File: src/rtl/prbs_period_tracker.sv
module prbs_period_tracker #(
  parameter int DATA_W = 10,
  parameter int LEN_W  = 32
) (
  input  logic             clk,
  input  logic             rst_n,
  input  logic             word_en,
  input  logic             restart,
  input  logic             clr,
  input  logic [LEN_W-1:0] seq_len,
  output logic             seq_done
);

  logic [LEN_W-1:0] cnt_q, cnt_d, cnt_eff;
  logic [LEN_W:0]   sum;
  logic             done_q, done_d;
  logic             reach;
  logic             upd;

  always_comb begin
    cnt_eff = restart ? '0 : cnt_q;
    sum     = {1'b0, cnt_eff} + (LEN_W+1)'(DATA_W);
    reach   = sum >= {1'b0, seq_len};
    cnt_d   = cnt_eff;
    done_d  = done_q;
    if (clr) begin
      cnt_d  = '0;
      done_d = 1'b0;
    end else if (word_en) begin
      cnt_d  = reach ? seq_len : sum[LEN_W-1:0];
      done_d = done_q | reach;
    end
    upd = clr | word_en | restart;
  end

  always_ff @(posedge clk or negedge rst_n) begin
    if (!rst_n) begin
      cnt_q  <= '0;
      done_q <= 1'b0;
    end else if (upd) begin
      cnt_q  <= cnt_d;
      done_q <= done_d;
    end
  end

  assign seq_done = done_q;

  assert_done_sticky_R7: assert property (@(posedge clk) disable iff (!rst_n)
    done_q && !clr |=> done_q);

  assert_clr_done_R9: assert property (@(posedge clk) disable iff (!rst_n)
    clr |=> !done_q);

  assert_cnt_cap_R6: assert property (@(posedge clk) disable iff (!rst_n)
    !restart |-> cnt_q <= seq_len);

  assert_done_needs_word_R6: assert property (@(posedge clk) disable iff (!rst_n)
    $rose(done_q) |-> $past(word_en));

endmodule

File: config.mk
export PLATFORM = sky130hd
export DESIGN_NAME = prbs_period_tracker
export DESIGN_NICKNAME = d
export VERILOG_FILES = /design/src/rtl/prbs_period_tracker.sv
export SDC_FILE = /design/constraint.sdc
export NUM_CORES = 1
export LEC_CHECK = 0
export ABC_AREA = 1
export BUFFER_PORTS_ARGS = -buffer_cell sky130_fd_sc_hd__buf_4
export CAP_MARGIN = 20
export CELL_PAD_IN_SITES_DETAIL_PLACEMENT = 0
export CELL_PAD_IN_SITES_GLOBAL_PLACEMENT = 1
export CORE_MARGIN = 8
export CORE_UTILIZATION = 43
export CTS_CLUSTER_DIAMETER = 100
export DETAILED_ROUTE_END_ITERATION = 7
export GPL_TIMING_DRIVEN = 0
export PLACE_DENSITY = 0.82
export SLEW_MARGIN = 20
export SYNTH_ARGS = -nofsm -noshare
export SYNTH_HDL_FRONTEND = slang
export SYNTH_SLANG_ARGS = --single-unit
File: constraint.sdc
create_clock -name clk -period 4.1 [get_ports clk]
set_input_delay 0.205 -clock clk [delete_from_list [all_inputs] [get_ports clk]]
set_output_delay 0.205 -clock clk [all_outputs]
set_load 0.03 [all_outputs]
# Word level (Yosys, flattened, before mapping)
# Index checks and enable logic that the tools add are counted.
dict set report op_classes {
  add_sub_neg 1
  order_cmp 1
  mux 6
  bitwise_logic 3
  n_reduce_logical 2
}
# operator n
set op_table {}
lappend op_table {{$mux 32} 4}
lappend op_table {{$add 32x4->33 const B} 1}
lappend op_table {{$ge 33x32->1} 1}
lappend op_table {{$or 1x1->1} 3}
lappend op_table {{$mux 1} 2}
lappend op_table {{$reduce_and 2->1} 1}
lappend op_table {{$reduce_bool 2->1} 1}
dict set report totals {
  regBits 33
  wordCells 15
}

# Longest topological paths before layout
# Gate-level depths: netlist (run 1).
dict set report logic_depth {
  depth_word 6
  mapped_depth 29
  mapped_depth_nobuf 29
}

# Worst setup path before layout (run 1)
# OpenSTA, ideal clock, no wires.
dict set report synth_timing {
  path_type {input to register}
  from {in restart}
  to {reg cnt_q[17]}
  setup_time_ns 0.129
  t_arrival_ns 2.981
  required_ns 3.971
  setup_slack_ns 0.990
  cell_stages 27
  n_path_buf 4
  cell_sequence {buf_6 buf_2 nor2_1 ha_1 inv_1 nand2_1 nand3_1 nor2_1 nand4_1 nor2_1 xor2_1 inv_1 ha_1 nand2_1 inv_1 nand3_1 inv_1 a21oi_1 nand2_1 nand2_1 nand2_1 nand2_4 buf_6 buf_8 nand3_1 nand3_1 o21ai_1}
}
dict set report synth_between {
  elab_chain_cells 6
  elab_cells_between_ends 7
  classes_between {1 x add/sub; 1 x order compare; 4 x mux; 1 x bitwise}
}
# item line
set synth_rtl {}
lappend synth_rtl {{start, declared} 8} ;# input logic restart,
lappend synth_rtl {{$mux 32} 21} ;# cnt_eff = restart ? '0 : cnt_q;
lappend synth_rtl {{$add 32x4->33} 22} ;# sum = {1'b0, cnt_eff} + (LEN_W+1)'(DATA_W);
lappend synth_rtl {{$ge 33x32->1} 23} ;# reach = sum >= {1'b0, seq_len};
lappend synth_rtl {{$mux 32} 30} ;# cnt_d = reach ? seq_len : sum[LEN_W-1:0];
lappend synth_rtl {{$mux 32} 29} ;# end else if (word_en) begin
lappend synth_rtl {{$mux 32} 26} ;# if (clr) begin
lappend synth_rtl {{end signal, assigned} 41} ;# cnt_q <= cnt_d;
lappend synth_rtl {{end, declared} 14} ;# logic [LEN_W-1:0] cnt_q, cnt_d, cnt_eff;
# Parallel ways exist; a longest one is shown, timed or not.
# A chain may end at the register's enable or synchronous reset.

# Worst setup path after layout (run 1)
dict set report layout_timing {
  from {in restart}
  to {reg cnt_q[0]}
}
# Same word-level chain as after synthesis.

==> qor.csv, run 1 <==
metric,value,unit
period_share,0.920,
initial_core_util,0.442,
p_leak,0.00237,uW
wl,11900,um
fillers,935,
vias,3814,
drc,0,
grt_pass1_vias,3882,
grt_pass1_wl,19300,um
timing.rr.end,cnt_q[0],
die_y,111,um
track_usage,0.195,
cts_buffers,5,
crit_top_cell,nand2_1,
viasPerCell,5.14,
dpl.hpwl,9400,um
io_buffers,37,
path_buf_inv,7,
crit_family,simple AND/OR/NAND/NOR gates,
cts_root_buf,clkbuf_8,
drive_gt1_frac,0.156,
slowest_delay,0.27,ns
cp.arrival,3.96,ns
rows,34,
crit_fanout,10,
clk_path_buf_depth,2,
drv_cap,0,
gp_congestion,0.916,
r2r_cells,26,
r2r-start,cnt_q[1],
hold_path.startpoint,clr,
htreeDepth,2,
overflow,0,
synthArstFlopShare,1.00,
grt_max_degree,34,
synthesis.area,3860,sq um
reg2reg_slack,0.36,ns
wl_per_cell,16.0,um
cp-start-kind,input port,
post-place-ws,-0.135,ns
required,4.29,ns
holdPathStages,2,
die_x,111,um
worst_setup_path_end_kind,flop,
synthCells,587,
max-slew-margin-rel,0.491,
core,8720,sq um
hold_class,in -> reg,
min_to,seq_done,
yosysTopAreaCell,dfrtp_1,
syn_nets,657,
slew_viol_final,0,
antenna_found_initial,0,
path_clk_slew,0.07,ns
power.density,161,nW/um^2
path_class,in -> reg,
ios,38,
finalHoldViolations,0,
die_area,12300,sq um
drt-initial-drc-count,175,
synth_edf_count,0,
ys_types,36,
clock.fmax,265,MHz
status,finished clean,
setup-violations-final,0,
clock_sinks,33,
finClkSkew,0.00755,ns
fin_crit,3.77,ns
synth_warnings,0,
critPathSlowestCell,ha_1,
synth_area_leaders,"dfrtp_1, nand2_1, inv_1",
postSynthAreaPerCell,6.57,sq um
startpoint,restart,
area_growth_syn_to_layout,13.4,%
worst_slack,0.328,ns
holdWs,0.0816,ns
ys_seq_area_frac,0.214,
clk_latency,0.29,ns
drtPass1Iterations,5,
synth_top_cell_area_share,0.214,
ys.flop_type,dfrtp_1,
fin_nets,703,
ys_seq_elements,33,
cts_tree,yes,
ant_nets,0,
worst_pin_slew,0.744,ns
antenna_cells,0,
ir_worst_vdd,0.104,mV
area by class of cell:
type / instances / area (sq um) / share of cell area
plain buffers: 17 / 143 / 0.0326
clock buffers: 8 / 80.1 / 0.0183
inverters: 116 / 438 / 0.100
multi-input cells: 421 / 2460 / 0.562
flip-flops and latches: 33 / 826 / 0.189
well taps: 108 / 135 / 0.0309
repair buffers: 39 / 295 / 0.0675
cells in the mapped netlist, types with 7 or more instances:
master and count:
xnor2_1 7, a21oi_1 11, nand4_1 9, ha_1 33, xor2_1 18, nor3_1 10, nand3_1 59, nor2_2 8
o21ai_1 22, nand3_2 10, nand2_1 136, o21ai_0 11, buf_4 7, nand3b_1 11, dfrtp_1 33, nor2_1 49
inv_1 114
routing by layer:
metal	up-vias	global-route usage	routed length (um)
li1	1941	-	-
met1	1745	0.247	5530
met2	109	0.326	5500
met3	19	0.0373	630
met4	0	0.0541	239
met5	-	0	0
state kept, by name, summed over array words and instances, names as in the netlist:
register	flops
seq_done	1
cnt_q	32
metrics by stage:
stage | area, sq um | setup TNS, ns | std cells | utilization | total power (uW)
2_1_floorplan | 3860 | 0 | 587 | - | 394
4_1_cts | 4360 | 0 | 741 | 0.500 | 703
5_1_grt | 4370 | -0.00932 | 742 | 0.502 | 735
3_3_place_gp | 4270 | -2.68 | 732 | 0.490 | 452
6_report | 4370 | 0 | 742 | 0.502 | 703
3_5_place_dp | 4270 | -2.77 | 732 | 0.490 | 454
how the worst max path moves through the flow:
stage                            to  slack, ns  depth (start not counted)
after floorplan           cnt_q[17]       0.99                         27
after global placement    cnt_q[28]      -0.11                         28
after detailed placement   cnt_q[0]      -0.14                         28
after CTS                  cnt_q[0]       0.16                         28
after global routing      cnt_q[24]     -0.009                         28
final                      cnt_q[0]       0.33                         28
worst reg2reg max path: cells and delay by family (launching register included):
family	cells	cell delay, ns
xor gates and xnor gates	1	0.22
adders and majority gates	2	0.41
DFF	1	0.40
buffers and inverters	5	0.49
and+or+nand+nor	18	2.12
where the power goes:
group	total [uW]	internal, uW	switching (uW)	leakage [uW]
Clock	255	121	134	0.0000395
Sequential	329	327	1.60	0.000459
Combinational	120	46.5	73.5	0.00187
Total	703	495	209	0.00237
timing repair:
| item | CTS | global route |
|---|---|---|
| buffers inserted | 0 | 1 |
| setup endpoints to repair | 0 | 31 |
| hold buffers | 1 | 0 |
| endpoints found under the hold margin | 33 | 0 |
| gates resized for setup | 0 | 2 |
cell usage in the layout (no fill, tap or decap), types with 2 or more instances in the layout:
master / synthesis / layout
nand3b_1: 11 / 11
nand3_2: 10 / 11
buf_6: 3 / 3
nor4_1: 3 / 3
inv_1: 114 / 114
nand2_2: 4 / 4
a21oi_1: 11 / 11
xor2_1: 18 / 18
buf_4: 7 / 45
o21ai_0: 11 / 11
clkbuf_1: 3 / 6
nand2_4: 3 / 3
nor2_4: 5 / 5
clkbuf_8: 0 / 5
nor2_1: 49 / 48
nor2_2: 8 / 9
nand3_1: 59 / 58
nor3_1: 10 / 10
nand2_1: 136 / 136
nand4_1: 9 / 9
buf_2: 2 / 2
dfrtp_1: 33 / 33
xnor2_1: 7 / 7
ha_1: 33 / 33
nor3_2: 5 / 5
o21ai_1: 22 / 22
kinds of logic (layout without fill, tap and decap cells):
| group | after synthesis | count (layout) | share of synthesized area |
|---|---|---|---|
| XOR/XNOR | 25 | 25 | 0.0568 |
| flip-flops | 33 | 33 | 0.214 |
| AND/OR/NAND/NOR | 315 | 315 | 0.404 |
| buffers and inverters | 133 | 180 | 0.151 |
| adder cells (fa/ha/maj) | 33 | 33 | 0.107 |
| AO/OA/AOI/OAI | 48 | 48 | 0.0675 |
(Power assumes the default switching activity.)
==> run 2, diff against run 1 <==
REMOVE_ABC_BUFFERS = 1   (was unset)
SLEW_MARGIN = unset   (was 20)
==> run 2 against run 1 <==
  * Core utilization rose by 0.63 points
  * Final cell count shrank 0.94%
  * Combinational power is essentially flat
  * Global-route usage fell by 1.5 points
  * Clock skew barely moved
  * Setup slack lost 0.0051 ns
  * First-iteration DRC count rose by 14%
  * Clock-buffer cell count fell by 1
  * Sequential power hardly changed
  * Critical endpoint is now cnt_q[3]
==> qor.csv, run 2 (synthesis gave the netlist of run 1 again) <==
metric,value,unit,change
overflow,0,,unchanged
clk_latency,0.29,ns,about the same
core,8720,sq um,unchanged
grt_pass1_wl,18400,um,"was 19,300 um"
cts_buffers,5,,unchanged
clk_path_buf_depth,2,,unchanged
finClkSkew,0.00773,ns,was 0.00755 ns
holdPathStages,2,,unchanged
setup-violations-final,0,,unchanged
ios,38,,unchanged
drt-initial-drc-count,200,,was 175
max-slew-margin-rel,0.309,,was 0.491
post-place-ws,-0.754,ns,was -0.135 ns
path_clk_slew,0.07,ns,about the same
drtPass1Iterations,5,,unchanged
cp-start-kind,flop,,was input port
p_comb_frac,0.164,,was 0.171
path_class,reg -> reg,,was in -> reg
slew_viol_final,0,,unchanged
slowest_delay,0.40,ns,was 0.27 ns
final_common_cell,nand2_1,,unchanged
fin_nets,697,,was 703
antenna_cells,0,,unchanged
cts_root_buf,clkbuf_8,,unchanged
fin_cells,735,,was 742
worst_pin_slew,1.03,ns,was 0.744 ns
period_share,0.921,,was 0.920
area_growth_syn_to_layout,14.9,%,was 13.4%
die_area,12300,sq um,unchanged
critPathSlowestCell,dfrtp_1,,was ha_1
grt_pass1_vias,3713,,"was 3,882"
status,finished clean,,unchanged
drive_gt1_frac,0.159,,was 0.156
worst_setup_path_end_kind,flop,,unchanged
fin_crit,3.78,ns,was 3.77 ns
power_frac_seq,0.463,,was 0.467
hold_path.startpoint,clr,,unchanged
r2r-start,cnt_q[1],,unchanged
rows,34,,unchanged
initial_core_util,0.442,,unchanged
cts_tree,yes,,unchanged
clock_sinks,33,,unchanged
ant_nets,0,,unchanged
largest_register_ffs,32,,unchanged
power.density,160,nW/um^2,was 161 nW/um^2
cp.arrival,3.91,ns,was 3.96 ns
required,4.24,ns,was 4.29 ns
die_x,111,um,unchanged
antenna_found_initial,0,,unchanged
crit_fanout,17,,was 10
track_usage,0.179,,was 0.195
holdWs,0.0926,ns,was 0.0816 ns
wl,11700,um,"was 11,900 um"
mostFrequentLayoutCells,"nand2_1, inv_1, nand3_1",,unchanged
p_sw,204,uW,was 209 uW
rsz0062_at_grt,false,,
place_inst,716,,was 732
dpl.hpwl,8050,um,was 9400 um
top_register,cnt_q,,unchanged
clock.fmax,265,MHz,about the same
vias,3832,,"was 3,814"
reg2reg_slack,0.32,ns,was 0.36 ns
gp_congestion,0.853,,was 0.916
p_clk_frac,0.373,,was 0.362
io_buffers,37,,unchanged
finalHoldViolations,0,,unchanged
timing.rr.end,cnt_q[3],,was cnt_q[0]
p_sw_frac,0.287,,was 0.297
worst_slack,0.323,ns,was 0.328 ns
min_to,seq_done,,unchanged
wl_per_cell,16.0,um,about the same
p_int,507,uW,was 495 uW
p_leak,0.00237,uW,about the same
grt_max_degree,36,,was 34
drv_cap,0,,unchanged
drc,0,,unchanged
die_y,111,um,unchanged
crit_top_cell,nand2_1,,unchanged
viasPerCell,5.21,,was 5.14
r2r_cells,25,,was 26
hold_class,in -> reg,,unchanged
ir_worst_vdd,0.119,mV,was 0.104 mV
htreeDepth,2,,unchanged
## run 2: worst max-delay path by stage
stage / start / endpoint
5_1_grt: cnt_q[10] / cnt_q[12]
6_report: cnt_q[1] / cnt_q[3]
2_1_floorplan: cnt_q[1] / cnt_q[0]
3_5_place_dp: restart / cnt_q[0]
3_3_place_gp: restart / cnt_q[2]
4_1_cts: restart / cnt_q[27]
## run 2: stage by stage
| stage | TNS [ns] | util | area (sq um) | total power [uW] |
|---|---|---|---|---|
| floorplan | 0 | - | 3710 | 388 |
| global placement | -21.16 | 0.473 | 4130 | 444 |
| detailed placement | -21.92 | 0.477 | 4160 | 449 |
| CTS | 0 | 0.492 | 4290 | 711 |
| global route | 0 | 0.508 | 4430 | 737 |
| finish | 0 | 0.508 | 4430 | 711 |
## run 2: timing repair
action                                 4_1_cts  5_1_grt
buffers inserted                             1        5
resized for setup                            3        7
endpoints found under the hold margin       33        0
setup endpoints to repair                   33       33
pin swaps                                    1        6
hold buffers                                 1        0
gates cloned                                 1        4
## run 2: layout make-up
cell class	count	area, sq um
well taps	108	135
fillers	889	4290
repair buffers	45	385
clock buffers	7	86.3
inverters	116	440
flip-flops and latches	33	826
multi-input cells	426	2560
## run 2: metal layers
metal / global-route usage / part of all wire / wire length (um) / up-vias
li1: - / - / - / 1939
met1: 0.231 / 0.44 / 5200 / 1745
met2: 0.312 / 0.47 / 5470 / 123
met3: 0.0222 / 0.068 / 795 / 25
met4: 0.0351 / 0.024 / 285 / 0
met5: 0 / 0 / 0 / -
## run 2: power groups by stage
| stage | registers [uW] | logic, uW | clock network (uW) |
|---|---|---|---|
| final | 329 | 117 | 265 |
| after global routing | 329 | 131 | 277 |
| after CTS | 329 | 116 | 266 |
| after detailed placement | 335 | 114 | 0 |
| after global placement | 335 | 109 | 0 |
| after floorplan | 335 | 52.8 | 0 |
## run 2: critical path: cells and delay by family (launching register included)
family / cells / cell delay (ns)
xor+xnor: 1 / 0.22
compound gates: 1 / 0.07
buf+inv: 4 / 0.28
flops: 1 / 0.40
simple gates: 17 / 2.24
fa+ha+maj: 2 / 0.41
